### src/rtl/nsr_pkg.sv
package nsr_pkg;
   typedef enum logic [2:0] {
      RD_IDLE,
      RD_WAIT,
      RD_DATA,
      RD_GAP,
      RD_SPARE
   } rd_state_e;
endpackage

### src/rtl/nsr_len_check.sv
module nsr_len_check #(
   parameter int LEN_W        = 12,
   parameter int SECTOR_BYTES = 512,
   parameter int MAX_SECTORS  = 4,
   parameter int SEC_W        = 3
) (
   input  logic [LEN_W-1:0] len_i,
   output logic             ok_o,
   output logic [SEC_W-1:0] sectors_o
);
   localparam int          SHIFT   = $clog2(SECTOR_BYTES);
   localparam int unsigned MAX_LEN = MAX_SECTORS * SECTOR_BYTES;

   generate
      if ((1 << SHIFT) != SECTOR_BYTES) begin : g_bad_sector
         $error("SECTOR_BYTES must be a power of two");
      end
      if (LEN_W <= SHIFT || MAX_LEN >= (1 << LEN_W)) begin : g_bad_len
         $error("LEN_W cannot express the largest request");
      end
   endgenerate

   always_comb begin
      ok_o      = (len_i != '0) && (len_i[SHIFT-1:0] == '0) && (32'(len_i) <= MAX_LEN);
      sectors_o = SEC_W'(len_i >> SHIFT);
   end
endmodule

### src/rtl/nsr_re_strobe.sv
module nsr_re_strobe #(
   parameter int DATA_W   = 8,
   parameter int LOW_CYC  = 2,
   parameter int HIGH_CYC = 2
) (
   input  logic              clk,
   input  logic              rst_n,
   input  logic              req_i,
   output logic              ready_o,
   output logic              re_n_o,
   output logic              cap_o,
   input  logic [DATA_W-1:0] data_i,
   output logic [DATA_W-1:0] data_o
);
   localparam int CNT_W = $clog2(LOW_CYC + HIGH_CYC + 1);
   localparam logic [CNT_W-1:0] RISE_AT = CNT_W'(LOW_CYC - 1);
   localparam logic [CNT_W-1:0] END_AT  = CNT_W'(LOW_CYC + HIGH_CYC - 1);

   generate
      if (LOW_CYC < 1 || HIGH_CYC < 1) begin : g_bad_timing
         $error("strobe low and high times must be at least one cycle");
      end
   endgenerate

   logic             active_q;
   logic [CNT_W-1:0] cnt_q;

   always_ff @(posedge clk or negedge rst_n) begin
      if (!rst_n) begin
         active_q <= 1'b0;
         cnt_q    <= '0;
         re_n_o   <= 1'b1;
         cap_o    <= 1'b0;
         data_o   <= '0;
      end else begin
         cap_o <= 1'b0;
         if (!active_q) begin
            if (req_i) begin
               active_q <= 1'b1;
               cnt_q    <= '0;
               re_n_o   <= 1'b0;
            end
         end else begin
            cnt_q <= cnt_q + CNT_W'(1);
            if (cnt_q == RISE_AT) begin
               re_n_o <= 1'b1;
               cap_o  <= 1'b1;
               data_o <= data_i;
            end
            if (cnt_q == END_AT) begin
               active_q <= 1'b0;
            end
         end
      end
   end

   assign ready_o = !active_q;

   // a new byte is only requested once the previous strobe cycle has ended
   a_r7_req_when_idle : assert property (@(posedge clk) disable iff (!rst_n)
      req_i |-> !active_q);
   // capture happens only while a strobe cycle is in progress
   a_r6_cap_in_cycle : assert property (@(posedge clk) disable iff (!rst_n)
      cap_o |-> active_q && re_n_o);
endmodule

### src/rtl/nsr_addr_gen.sv
module nsr_addr_gen #(
   parameter int ADDR_W       = 16,
   parameter int SECTOR_BYTES = 512,
   parameter int SPARE_BYTES  = 16,
   parameter int IDX_W        = 9
) (
   input  logic              clk,
   input  logic              rst_n,
   input  logic              load_i,
   input  logic [ADDR_W-1:0] data_base_i,
   input  logic [ADDR_W-1:0] spare_base_i,
   input  logic              step_i,
   input  logic              spare_sel_i,
   output logic [ADDR_W-1:0] addr_o,
   output logic [IDX_W-1:0]  idx_o,
   output logic              last_data_o,
   output logic              last_spare_o
);
   localparam logic [IDX_W-1:0]  DATA_LAST  = IDX_W'(SECTOR_BYTES - 1);
   localparam logic [IDX_W-1:0]  SPARE_LAST = IDX_W'(SPARE_BYTES - 1);
   localparam logic [ADDR_W-1:0] DATA_STEP  = ADDR_W'(SECTOR_BYTES);
   localparam logic [ADDR_W-1:0] SPARE_STEP = ADDR_W'(SPARE_BYTES);

   generate
      if (SPARE_BYTES < 1 || SPARE_BYTES > SECTOR_BYTES) begin : g_bad_spare
         $error("spare area must be between 1 byte and one sector");
      end
   endgenerate

   logic [ADDR_W-1:0] dptr_q, sptr_q;
   logic [IDX_W-1:0]  idx_q;

   assign last_data_o  = !spare_sel_i && (idx_q == DATA_LAST);
   assign last_spare_o = spare_sel_i && (idx_q == SPARE_LAST);
   assign idx_o        = idx_q;

   always_ff @(posedge clk or negedge rst_n) begin
      if (!rst_n) begin
         dptr_q <= '0;
         sptr_q <= '0;
         idx_q  <= '0;
      end else if (load_i) begin
         dptr_q <= data_base_i;
         sptr_q <= spare_base_i;
         idx_q  <= '0;
      end else if (step_i) begin
         if (last_data_o) begin
            idx_q <= '0;
         end else if (last_spare_o) begin
            idx_q  <= '0;
            dptr_q <= dptr_q + DATA_STEP;
            sptr_q <= sptr_q + SPARE_STEP;
         end else begin
            idx_q <= idx_q + IDX_W'(1);
         end
      end
   end

   always_comb begin
      if (spare_sel_i) addr_o = sptr_q + ADDR_W'(idx_q);
      else             addr_o = dptr_q + ADDR_W'(idx_q);
   end

   // while the spare area is selected the offset never leaves it
   a_r5_spare_idx : assert property (@(posedge clk) disable iff (!rst_n)
      spare_sel_i |-> idx_q < IDX_W'(SPARE_BYTES));
endmodule

### src/rtl/nand_sector_reader.sv
module nand_sector_reader #(
   parameter int DATA_W       = 8,
   parameter int ADDR_W       = 16,
   parameter int LEN_W        = 12,
   parameter int SECTOR_BYTES = 512,
   parameter int SPARE_BYTES  = 16,
   parameter int BURST_BYTES  = 64,
   parameter int MAX_SECTORS  = 4,
   parameter int RE_LOW_CYC   = 2,
   parameter int RE_HIGH_CYC  = 2
) (
   input  logic              clk,
   input  logic              rst_n,
   input  logic              start_i,
   input  logic [LEN_W-1:0]  len_i,
   input  logic [ADDR_W-1:0] data_base_i,
   input  logic [ADDR_W-1:0] spare_base_i,
   input  logic              flash_rdy_i,
   input  logic [DATA_W-1:0] flash_data_i,
   output logic              flash_re_n_o,
   output logic              buf_we_o,
   output logic              buf_spare_o,
   output logic [ADDR_W-1:0] buf_addr_o,
   output logic [DATA_W-1:0] buf_data_o,
   output logic              busy_o,
   output logic              done_o,
   output logic              err_o
);
   import nsr_pkg::*;

   localparam int SEC_W   = $clog2(MAX_SECTORS + 1);
   localparam int IDX_W   = $clog2(SECTOR_BYTES);
   localparam int BURST_W = $clog2(BURST_BYTES);

   generate
      if (BURST_BYTES < 2 || (1 << BURST_W) != BURST_BYTES || BURST_BYTES > SECTOR_BYTES) begin : g_bad_burst
         $error("BURST_BYTES must be a power of two no larger than a sector");
      end
      if (MAX_SECTORS < 1) begin : g_bad_max
         $error("MAX_SECTORS must be at least one");
      end
   endgenerate

   rd_state_e        state_q;
   logic [SEC_W-1:0] sec_left_q;
   logic             done_q, err_q;

   logic             len_ok;
   logic [SEC_W-1:0] len_sectors;
   logic             stb_req, stb_ready, stb_cap;
   logic [IDX_W-1:0] idx;
   logic             last_data, last_spare, spare_sel, load, burst_end;

   nsr_len_check #(
      .LEN_W(LEN_W), .SECTOR_BYTES(SECTOR_BYTES),
      .MAX_SECTORS(MAX_SECTORS), .SEC_W(SEC_W)
   ) u_len (
      .len_i(len_i), .ok_o(len_ok), .sectors_o(len_sectors)
   );

   nsr_re_strobe #(
      .DATA_W(DATA_W), .LOW_CYC(RE_LOW_CYC), .HIGH_CYC(RE_HIGH_CYC)
   ) u_stb (
      .clk(clk), .rst_n(rst_n), .req_i(stb_req), .ready_o(stb_ready),
      .re_n_o(flash_re_n_o), .cap_o(stb_cap),
      .data_i(flash_data_i), .data_o(buf_data_o)
   );

   nsr_addr_gen #(
      .ADDR_W(ADDR_W), .SECTOR_BYTES(SECTOR_BYTES),
      .SPARE_BYTES(SPARE_BYTES), .IDX_W(IDX_W)
   ) u_addr (
      .clk(clk), .rst_n(rst_n), .load_i(load),
      .data_base_i(data_base_i), .spare_base_i(spare_base_i),
      .step_i(stb_cap), .spare_sel_i(spare_sel), .addr_o(buf_addr_o),
      .idx_o(idx), .last_data_o(last_data), .last_spare_o(last_spare)
   );

   assign spare_sel = (state_q == RD_SPARE);
   assign load      = (state_q == RD_IDLE) && start_i && len_ok;
   assign burst_end = &idx[BURST_W-1:0];
   assign stb_req   = ((state_q == RD_DATA) || (state_q == RD_SPARE)) && stb_ready;

   always_ff @(posedge clk or negedge rst_n) begin
      if (!rst_n) begin
         state_q    <= RD_IDLE;
         sec_left_q <= '0;
         done_q     <= 1'b0;
         err_q      <= 1'b0;
      end else begin
         done_q <= 1'b0;
         err_q  <= 1'b0;
         case (state_q)
            RD_IDLE: begin
               if (start_i) begin
                  if (len_ok) begin
                     state_q    <= RD_WAIT;
                     sec_left_q <= len_sectors;
                  end else begin
                     err_q <= 1'b1;
                  end
               end
            end
            RD_WAIT: begin
               if (flash_rdy_i) state_q <= RD_DATA;
            end
            RD_DATA: begin
               if (stb_cap) begin
                  if (last_data)      state_q <= RD_SPARE;
                  else if (burst_end) state_q <= RD_GAP;
               end
            end
            RD_GAP: begin
               if (stb_ready) state_q <= RD_DATA;
            end
            RD_SPARE: begin
               if (stb_cap && last_spare) begin
                  if (sec_left_q == SEC_W'(1)) begin
                     state_q <= RD_IDLE;
                     done_q  <= 1'b1;
                  end else begin
                     sec_left_q <= sec_left_q - SEC_W'(1);
                     state_q    <= RD_WAIT;
                  end
               end
            end
            default: state_q <= RD_IDLE;
         endcase
      end
   end

   assign buf_we_o    = stb_cap;
   assign buf_spare_o = spare_sel;
   assign busy_o      = (state_q != RD_IDLE);
   assign done_o      = done_q;
   assign err_o       = err_q;

   // buffer writes only happen inside an accepted transfer
   a_r3_write_in_xfer : assert property (@(posedge clk) disable iff (!rst_n)
      buf_we_o |-> busy_o);
   // no strobe starts while waiting on a busy device
   a_r4_ready_gate : assert property (@(posedge clk) disable iff (!rst_n)
      (state_q == RD_WAIT && !flash_rdy_i) |=> flash_re_n_o);
   // completion is a single-cycle pulse
   a_r9_done_single : assert property (@(posedge clk) disable iff (!rst_n)
      done_o |=> !done_o);
   // a rejected request leaves the block idle and silent
   a_r2_err_quiet : assert property (@(posedge clk) disable iff (!rst_n)
      err_o |-> !busy_o && !buf_we_o && flash_re_n_o);
   // the strobe is never low outside a transfer
   a_r7_strobe_busy : assert property (@(posedge clk) disable iff (!rst_n)
      !flash_re_n_o |-> busy_o);
endmodule

### config.mk
export PLATFORM = sky130hd
export DESIGN_NAME = nand_sector_reader
export DESIGN_NICKNAME = d
export VERILOG_FILES = /design/src/rtl/nsr_pkg.sv /design/src/rtl/nsr_len_check.sv /design/src/rtl/nsr_re_strobe.sv /design/src/rtl/nsr_addr_gen.sv /design/src/rtl/nand_sector_reader.sv
export SDC_FILE = /design/constraint.sdc
export NUM_CORES = 1
export LEC_CHECK = 0
export ABC_AREA = 1
export BUFFER_PORTS_ARGS = -buffer_cell sky130_fd_sc_hd__buf_2
export CAP_MARGIN = 0
export CORE_ASPECT_RATIO = 0.75
export CORE_MARGIN = 4
export CORE_UTILIZATION = 51
export DETAILED_ROUTE_END_ITERATION = 6
export HOLD_SLACK_MARGIN = 0.08
export PLACE_DENSITY_LB_ADDON = 0.12
export SYNTH_ARGS = -nofsm -noshare
export SYNTH_HDL_FRONTEND = slang
export SYNTH_SLANG_ARGS = --single-unit
### constraint.sdc
create_clock -name clk -period 2.55 [get_ports clk]
set_input_delay 0.1275 -clock clk [delete_from_list [all_inputs] [get_ports clk]]
set_output_delay 0.1275 -clock clk [all_outputs]
set_load 0.005 [all_outputs]
Yosys cells after proc, flatten, opt, wreduce, memory -nomap -nowiden
Index checks and enable logic that the tools add are counted.

storage, ports and cells
  bits in registers = 63
  latch bits = 0
  memory bits (writable) = 0
  ROM bits = 0
  input bits = 56
  output and inout bits = 30
  word-level logic and storage cells = 108
  memories = 0

operators by class
  add/subtract/negate cells = 7
  $mul = 0
  divide/modulo/power cells = 0
  order comparisons = 1
  eq/ne operators = 19
  shifts and indexed selects = 0
  multiplexer cells = 44
  bitwise logic cells = 0
  reduce and logical (&&, ||, !) cells = 25

operators by type and width
  kind                                             count
  two-way mux 16 bit                               9
  two-way mux 3 bit                                14
  two-way mux 9 bit                                4
  adder 16 x 9 -> 16 bit                           2
  adder 16 x 10 -> 16 bit (second input constant)  1
  adder 16 x 5 -> 16 bit (second input constant)   1
  two-way mux 1 bit                                15
  one-hot mux 3 bit (5 select lines)               1
  != test 2 bit (second input constant)            7
  <= comparator 12 bit (second input constant)     1
  nonzero test 12 bit                              1
  adder 9 x 1 -> 9 bit (second input constant)     1
  == test 3 x 1 -> 1 bit (second input constant)   3
  == test 3 x 2 -> 1 bit (second input constant)   3
  == test 9 x 4 -> 1 bit (second input constant)   1
  == test 9 bit (second input constant)            1
  logical NOT 9 bit                                1
  logical AND 1 bit                                8
  nonzero test 2 bit                               4
  AND reduction 7 bit                              1
  one-hot mux 3 bit (2 select lines)               1
  AND reduction 6 bit                              1
  AND reduction 5 bit                              1
  != test 2 x 1 -> 1 bit (second input constant)   2
  other kinds (10)                                 12

Logic depth before layout (Yosys ltp)
Gate-level depths: netlist of the first run.

  depth in word-level cells = 6
  gate-level depth with buffers = 17
  depth with buffers taken out = 16

Cells and area by module
Synthesis of the first run repeated with hierarchy kept, for this count alone.

second synthesis, totals
  cells, all modules = 639
  area, all modules = 4384.2 µm²

by module, submodules not included
  module              instances  cells each  area an instance (µm²)  seq. area each (µm²)
  nsr_addr_gen        1          472         3106.7                  1026.0
  nsr_re_strobe       1          59          599.3                   351.6
  nand_sector_reader  1          88          586.8                   200.2
  nsr_len_check       1          20          91.3                    0.0

Least setup slack after synthesis of the first run
No wires, ideal clock.

  kind = register to output
  start = register state_q[1]
  end = output buf_addr_o[10]
  arrival = 2.376 ns
  required time = 2.423 ns
  slack = 0.046 ns
  stages on the path, launching flop included = 16
  buffers on the path = 2
  path through = dfrtp_1 > nor2_4 > nand2_4 > buf_6 > clkbuf_1 > nand2_1 > nand2_1 > ha_1 > fa_1 > nand2_1 > nand2_1 > nand3_1 > nand3_1 > nand2_1 > nand2_2 > xor2_1

between the ends
  longest elaborated chain between the ends = 2

RTL lines
  element                   line                       RTL
  start: declaration        nand_sector_reader.sv:44   rd_state_e state_q;
  start signal: assignment  nand_sector_reader.sv:86   state_q <= RD_IDLE;
  start signal: assignment  nand_sector_reader.sv:97   state_q <= RD_WAIT;
  start signal: assignment  nand_sector_reader.sv:105  if (flash_rdy_i) state_q <= RD_DATA;
  == test 3 bit             nand_sector_reader.sv:79   assign spare_sel = (state_q == RD_SPARE);
  two-way mux 16 bit        nsr_addr_gen.sv:60         if (spare_sel_i) addr_o = sptr_q + ADDR_W'(idx_q);
  end: declaration          nand_sector_reader.sv:23   output logic [ADDR_W-1:0] buf_addr_o,

No other way between the ends.

Final worst setup path of the first run
  start = register state_q[1]
  end = output buf_addr_o[13]

Same word-level chain as after synthesis.

==> results.md, run 1 <==
- Failing checks: setup timing
- Hold Path Class: in -> reg
- Critical Path Source: state_q[1]
- Hold Violations, Final: 0
- Library cells used by synthesis: 38
- Warning count from the yosys run: 0
- Worst reg2reg endpoint: state_q[1]
- Hold Crit Start: spare_base_i[7]
- Worst setup EP type: output pin
- Reg2reg start: u_addr.idx_o[1]
- CTS Buffer Depth: 2
- Vias: 4718
- Syn Std Cell Area: 0.00438 sq mm
- H-tree depth: 3
- Core area: 0.00813 sq mm
- FF-to-FF path depth: 14
- Sequential share of power: 40.8%
- Num CTS Buffers: 9
- Vias in the first global route: 4459
- RSZ-0062 raised after global routing: yes
- Number of I/O pins: 86
- Yosys top cell area share: 35.4%
- CTS root buf: clkbuf_16
- Syn avg cell area: 7.16 sq um
- Syn Nets: 689
- Design internal power: 1.94 mW
- Die W: 115 microns
- Layout area overhead: 36.6%
- Layout cell share with drive strength beyond 1: 26.2%
- Total grt overflow: 0
- Tightest Pin Transition: 0.729 ns
- Max_cap viols: 0
- DRC: 0
- Post-route setup TNS: -0.0282 ns
- Required arrival time at the worst endpoint: 2.42 ns
- Drt wl/cell: 15.9 microns
- Antenna diode count: 0
- Status: complete, but fails checks
- Initial DRT Pass Iterations: 5
- DR vias/cell: 5.48
- Final worst-path setup slack: -0.0282 ns
- Largest net degree at the start of global routing: 35
- Worst skew pair latency: 0.33 ns
- Tmin final: 2.58 ns
- LEAKAGE: 3.13 nW
- Max Freq: 0.388 GHz
- Clock sink count: 63
- Slew HR: 51.4%
- Sum of routed wire length over all layers: 13700 microns
- Synth top area cells: dfrtp_1 35%, nand2_1 17%, nand3_1 11%, ha_1 5.7%, inv_1 4.5%
- CTS tree: built
- Pwr dens: 414 mW/mm^2
- DP HPWL: 9600 microns
- Worst R2R Setup Slack: 0.24 ns
- Crit share post-route: 101%
- Worst VDD drop: 415 uV
- Placement Setup Slack: -0.0222 ns
- EDFF count, synth: 0
- Die ar.: 0.0102 sq mm
- # nets final: 828
- First DRT Iteration DRCs: 439
- Worst Path Max Fanout: 6
- Skew final: 0.00644 ns
- CP Class: reg -> out
- #FFs+latches synth: 63
- Starting Density: 53.9%
- Worst setup SP type: register
- Fin Hold WS: 0.0896 ns
- Leading area contributor after synthesis: dfrtp_1
- Final setup fails: 1
- Clock Power Share: 53.6%
- Ys async rst share: 100%
- Post-route ant nets: 0
- Primary FF master, synth: dfrtp_1
- GPL Wtd Cong: 0.917
- Total track usage: 26.9%
- Fillers: 615
- Most frequent cells in the layout: 173 x nand2_1, 97 x nand3_1, 85 x buf_2
- Initial antenna violation count: 0
- Max Slew Vio Count: 0
- Switching Share: 21.6%
- Register clock-pin slew on the reported worst setup and hold paths: 0.06 ns
- Synth Instances: 612
- Most common cell after layout, fill and taps aside: nand2_1
- CP Capture Point: buf_addr_o[13]
- Die height: 88.3 microns
- Row cnt: 28
- Global-route wire length before repair: 21500 microns
- Switching power: 536 uW
- Comb power frac: 5.7%
- Critical path arrival: 2.45 ns
- IO buf count: 85
- Hold-critical path depth: 3
- Sequential fraction of the synthesis area: 36.0%
cell usage after synthesis, types with 2 or more instances:
library cell	n
a21oi_1	8
a31oi_1	2
and2_1	4
buf_2	13
buf_6	2
clkbuf_1	2
clkinv_1	2
dfrtp_1	62
ha_1	20
inv_1	52
nand2_1	194
nand2_2	4
nand2_4	2
nand3_1	99
nand3_2	4
nand3b_1	6
nand4_1	18
nor2_1	40
nor2_2	4
nor2_4	3
nor3_1	8
o211ai_1	3
o21ai_0	15
o21ai_1	3
o22ai_1	2
or2_2	4
xnor2_1	4
xor2_1	22
kinds of logic (layout without fill, tap and decap cells):
kind of cell / count (synthesis) / after routing / synth area share [%]
AND/OR/NAND/NOR: 392 / 393 / 40.9
XOR/XNOR: 26 / 26 / 5.20
flip-flops: 63 / 63 / 36.0
AO/OA/AOI/OAI: 37 / 37 / 4.80
buffers and inverters: 73 / 216 / 6.97
adder cells (fa/ha/maj): 21 / 21 / 6.17
repair_timing:
item | 4_1_cts | 5_1_grt
gates cloned | 1 | 0
setup endpoints to repair | 12 | 14
setup buffers | 6 | 6
hold endpoints to repair | 61 | 0
resized for setup | 24 | 37
pin swaps | 8 | 18
hold buffers | 34 | 0
through the flow:
stage	instances	util [%]	cell area, sq um	total power [mW]
final	861	73.6	5980	2.48
after global routing	861	73.6	5980	2.54
after CTS	855	71.1	5780	2.49
after detailed placement	798	61.1	4960	1.13
after global placement	798	61.1	4960	1.12
after floorplan	612	-	4380	1.05
per-layer routing:
metal  share of wire (%)  GRT usage, %  up-vias  routed length [microns]
met5                   0             0        -                        0
li1                    -             -     2294                        -
met3                 9.1          7.59       16                     1240
met1                  45          37.7     2193                     6210
met4                 1.4          6.82        0                      187
met2                  44          41.3      215                     6070
state kept, by name, indices dropped and copies added, names as in the netlist, 3 cells and up:
signal and flops:
u_stb.data_o 8, u_stb.cnt_q 3, sec_left_q 3, u_addr.dptr_q 16
u_addr.idx_o 9, u_addr.sptr_q 16, state_q 3
worst min-delay path by stage:
stage / to / slack (ns)
6_report: u_addr.sptr_q[7] / 0.09
5_1_grt: u_addr.dptr_q[13] / 0.11
4_1_cts: u_addr.sptr_q[7] / 0.09
3_5_place_dp: u_stb.data_o[1] / 0.22
3_3_place_gp: u_stb.data_o[1] / 0.21
2_1_floorplan: done_o / -0.17
power groups by stage:
| stage | clock network [mW] | logic, mW | registers (mW) |
|---|---|---|---|
| 2_1_floorplan | 0 | 0.0208 | 1.03 |
| 3_5_place_dp | 0 | 0.100 | 1.03 |
| 5_1_grt | 1.38 | 0.156 | 1.01 |
| 3_3_place_gp | 0 | 0.0975 | 1.03 |
| 4_1_cts | 1.34 | 0.140 | 1.01 |
| 6_report | 1.33 | 0.140 | 1.01 |
layout make-up:
cell class                 count  area [sq um]  area share (%)
multi-input combinational    477          2750            45.9
inverter                      55           214            3.58
clock buffer                   9           225            3.76
timing repair buffer         145           990            16.5
tap                          105           131            2.20
sequential                    63          1580            26.4
clock inverter                 7          95.1            1.59
worst max-delay path: stages, from the launching register on:
cell	delay, ns
dfrtp_1	0.41
nor2_4	0.15
buf_4	0.14
nand2_4	0.08
nand2_2	0.09
nand2_2	0.07
ha_4	0.29
nand2_1	0.09
nand2_2	0.08
a21oi_2	0.15
nand2_2	0.10
nand2_1	0.06
nand2_1	0.07
nand2_1	0.08
xor2_1	0.13
buf_2	0.13
Power figures use the tool's default switching activity.
==> run 2: changes to the inputs <==
- SKIP_LAST_GASP: not set -> 1
==> results.md, run 2 (synthesis gave the netlist of run 1 again) <==
- Global-route wire length before repair: 21500 microns
- Reg area: 0.00158 sq mm
- Post-route setup TNS: -0.157 ns
- Placed Cells: 798
- Critical Path Source: state_q[1]
- Placed cell areas: 0.00496 sq mm
- Die height: 88.3 microns
- Row cnt: 28
- Max Freq: 0.386 GHz
- Design Area, Final: 0.00597 sq mm
- RSZ-0062 raised after global routing: yes
- Max_cap viols: 0
- FF-to-FF path depth: 14
- Worst reg2reg endpoint: state_q[1]
- GPL Wtd Cong: 0.917
- Drt wl/cell: 15.9 microns
- Worst skew pair latency: 0.34 ns
- Hold Crit Start: spare_base_i[7]
- Max Slew Vio Count: 0
- Largest net degree at the start of global routing: 35
- CTS root buf: clkbuf_16
- H-tree depth: 3
- Layout area overhead: 36.2%
- # nets final: 829
- Initial DRT Pass Iterations: 5
- Die W: 115 microns
- Final setup fails: 6
- Total power: 2.48 mW
- Final core occ: 73.4%
- Post-route ant nets: 0
- GR Util met1: 37.5%
- Tmin final: 2.59 ns
- IO buf count: 85
- Core area: 0.00813 sq mm
- Most frequent cells in the layout: 177 x nand2_1, 97 x nand3_1, 85 x buf_2
- Worst VDD drop: 411 uV
- Required arrival time at the worst endpoint: 2.42 ns
- Antenna diode count: 0
- CTS Buffer Depth: 2
- CP Capture Point: buf_addr_o[14]
- Number of I/O pins: 86
- DR vias/cell: 5.49
- Layout cell share with drive strength beyond 1: 25.8%
- Clock sink count: 63
- First DRT Iteration DRCs: 440
- Worst R2R Setup Slack: 0.25 ns
- Multi-input logic area: 0.00273 sq mm
- Tightest Pin Transition: 0.733 ns
- Hold Path Class: in -> reg
- Placement Setup Slack: -0.0222 ns
- GR Util met3: 7.79%
- Met2 usage: 41.4%
- Pwr dens: 416 mW/mm^2
- Reg2reg start: u_addr.idx_o[0]
- DRC: 0
- Most common cell after layout, fill and taps aside: nand2_1
- Fillers: 622
- Total grt overflow: 0
- CTS tree: built
- Failing checks: setup timing
- Worst Path Max Fanout: 5
- Busiest grt layer: met2
- Critical path arrival: 2.46 ns
- Hold Violations, Final: 0
- CP Class: reg -> out
- Final worst-path setup slack: -0.0381 ns
- Total track usage: 26.9%
- LEAKAGE: 3.13 nW
- Crit share post-route: 101%
- Die ar.: 0.0102 sq mm
- Initial antenna violation count: 0
- Layout Cells excl Fill: 862
- Skew final: 0.00650 ns
- Worst setup EP type: output pin
- Fin Hold WS: 0.0878 ns
- Status: complete, but fails checks
- Num CTS Buffers: 9
- Sum of routed wire length over all layers: 13700 microns
- Worst setup SP type: register
- Register clock-pin slew on the reported worst setup and hold paths: 0.06 ns
- Vias: 4733
- Starting Density: 53.9%
- Vias in the first global route: 4473
- DP HPWL: 9600 microns
- Slew HR: 51.2%
[run 2: worst min path at each step]
| stage | to | slack [ns] | cells past startpoint |
|---|---|---|---|
| after floorplan | done_o | -0.17 | 0 |
| after global placement | u_stb.data_o[1] | 0.21 | 1 |
| after detailed placement | u_stb.data_o[1] | 0.22 | 1 |
| after CTS | u_addr.sptr_q[7] | 0.09 | 3 |
| after global routing | u_addr.dptr_q[13] | 0.11 | 3 |
| final | u_addr.sptr_q[7] | 0.09 | 3 |
[run 2: what timing repair did]
item                                   4_1_cts  5_1_grt
endpoints found under the hold margin       61        0
hold buffers                                34        0
buffers inserted                             6        7
pin swaps                                    8       18
gates cloned                                 1        0
gates resized for setup                     22       32
setup endpoints to repair                   12       14
[run 2: power by group]
group	total (mW)	leakage, nW	internal [mW]	switching (mW)
clock network	1.33	0.156	0.856	0.474
registers	1.01	0.723	1.01	0.00297
logic	0.141	2.25	0.0784	0.0622
total	2.48	3.13	1.94	0.539
[run 2: final cells by class]
cell class	count	area share (%)
Multi-Input combinational cell	477	45.7
Sequential cell	63	26.5
Timing Repair Buffer	146	16.6
Clock buffer	9	3.77
Inverter	55	3.59
Tap cell	105	2.20
Clock inverter	7	1.59
[run 2: worst max-delay path, stage by stage, from the launching register on]
cell	delay, ns
dfrtp_1	0.41
nor2_4	0.15
nand2_4	0.11
nand2_2	0.10
nand2_2	0.06
ha_4	0.16
fa_2	0.37
nand2_2	0.10
nand2_2	0.07
nand3_2	0.08
nand3_2	0.07
nand2_2	0.09
nand2_4	0.07
nand2_2	0.06
nand2_2	0.04
nand2_1	0.06
buf_2	0.10
[run 2: per-layer routing]
metal  up-vias  wire length, microns
met5         -                     0
met4         0                   205
met3        22                  1170
met2       214                  6030
met1      2200                  6260
li1       2297                     -
==> run 3: changes to the inputs <==
- SKIP_CTS_REPAIR_TIMING: not set -> 1
==> results.md, run 3 (synthesis gave the netlist of run 1 again) <==
- Status: complete, but fails checks
- Failing checks: setup timing
- GPL Wtd Cong: 0.917
- Core area: 0.00813 sq mm
- Die W: 115 microns
- Skew final: 0.00763 ns
- Layout area overhead: 33.4%
- Antenna diode count: 0
- Global-route wire length before repair: 20000 microns
- Initial DRT Pass Iterations: 5
- Required arrival time at the worst endpoint: 2.42 ns
- CTS root buf: clkbuf_16
- Final setup fails: 11
- Worst Path Max Fanout: 6
- Sum of routed wire length over all layers: 13400 microns
- Number of I/O pins: 86
- IO buf count: 85
- Vias in the first global route: 4148
- Row cnt: 28
- Starting Density: 53.9%
- FF-to-FF path depth: 14
- Pwr dens: 420 mW/mm^2
- CTS Buffer Depth: 2
- DRC: 0
- First DRT Iteration DRCs: 449
- Hold Violations, Final: 0
- Layout cell share with drive strength beyond 1: 26.2%
- LEAKAGE: 3.07 nW
- Crit share post-route: 105%
- Worst skew pair latency: 0.34 ns
- Post-route setup TNS: -0.661 ns
- # nets final: 815
- Hold Path Class: in -> reg
- Slew HR: 52.0%
- DP HPWL: 9600 microns
- Post-route ant nets: 0
- DR vias/cell: 5.52
- CP Class: reg -> out
- Placed cell areas: 0.00496 sq mm
- RSZ-0062 raised after global routing: yes
- Num CTS Buffers: 9
- Total grt overflow: 0
- Register clock-pin slew on the reported worst setup and hold paths: 0.06 ns
- Worst setup EP type: output pin
- Total track usage: 25.2%
- Hold-critical path depth: 3
- Drt wl/cell: 15.8 microns
- Final worst-path setup slack: -0.120 ns
- CTS tree: built
- Worst setup SP type: register
- Vias: 4678
- Max Slew Vio Count: 0
- Critical path arrival: 2.54 ns
- Tmin final: 2.67 ns
- Tightest Pin Transition: 0.720 ns
- Most common cell after layout, fill and taps aside: nand2_1
- Max_cap viols: 0
- Most frequent cells in the layout: 178 x nand2_1, 96 x nand3_1, 85 x buf_2
- Placement Setup Slack: -0.0222 ns
- Initial antenna violation count: 0
- Die height: 88.3 microns
- H-tree depth: 3
- Max Freq: 0.375 GHz
- Die ar.: 0.0102 sq mm
- Design Area, Final: 0.00585 sq mm
- Largest net degree at the start of global routing: 35
- Clock sink count: 63
- Worst VDD drop: 409 uV
-- run 3: cell count changes in the layout (fill, tap and decap cells not counted), sizes merged --
cell         delta
clkinv          +1
buf             -3
dlygate4sd3    -12
-- run 3: critical path, stage by stage, from the launching register on --
cell and delay [ns]:
dfrtp_2 0.43, nor2_4 0.19, nand2_8 0.12, nand2_4 0.10, nand2_4 0.05, ha_4 0.16
fa_2 0.38, nand2_2 0.10, nand2_2 0.06, and2_1 0.17, a31oi_1 0.19, xnor2_1 0.13
buf_2 0.12
-- run 3: worst paths after layout --
check	from	end	slack [ns]
min reg2reg	u_stb.re_n_o	u_stb.re_n_o	0.46
max	state_q[0]	buf_addr_o[6]	-0.12
max in group asynchronous	rst_n	u_addr.dptr_q[11]	1.52
max reg2reg	u_addr.idx_o[1]	state_q[1]	0.21
min in group asynchronous	rst_n	u_stb.data_o[1]	0.39
min	data_base_i[2]	u_addr.dptr_q[2]	0.04
-- run 3: layout make-up --
cell class | count | area (sq um)
multi-input combinational | 477 | 2740
fill | 640 | 2280
sequential | 63 | 1580
timing repair buffer | 131 | 846
clock buffer | 9 | 225
inverter | 55 | 219
tap | 105 | 131
clock inverter | 7 | 95.1
timing repair inverter | 1 | 8.76
-- run 3: power breakdown --
group	leakage, nW	switching (mW)	internal (mW)	total, mW
logic	2.19	0.0591	0.0664	0.126
registers	0.719	0.00304	1.01	1.01
clock network	0.156	0.467	0.856	1.32
total	3.07	0.529	1.93	2.46
-- run 3: metrics by stage --
| stage | power (mW) | hold slack [ns] | instances | util [%] |
|---|---|---|---|---|
| finish | 2.46 | 0.0423 | 848 | 71.9 |
| global route | 2.53 | 0.0802 | 848 | 71.9 |
| CTS | 2.45 | -0.138 | 814 | 65.0 |
| detailed placement | 1.13 | 0.217 | 798 | 61.1 |
| global placement | 1.12 | 0.205 | 798 | 61.1 |
| floorplan | 1.05 | -0.168 | 612 | - |
-- run 3: per-layer routing --
layer,GRT usage [%],share of wire (%),up-vias
li1,-,-,2270
met1,36.9,45,2149
met2,37.2,44,233
met3,6.84,9.6,26
met4,5.86,1.7,0
met5,0,0,-
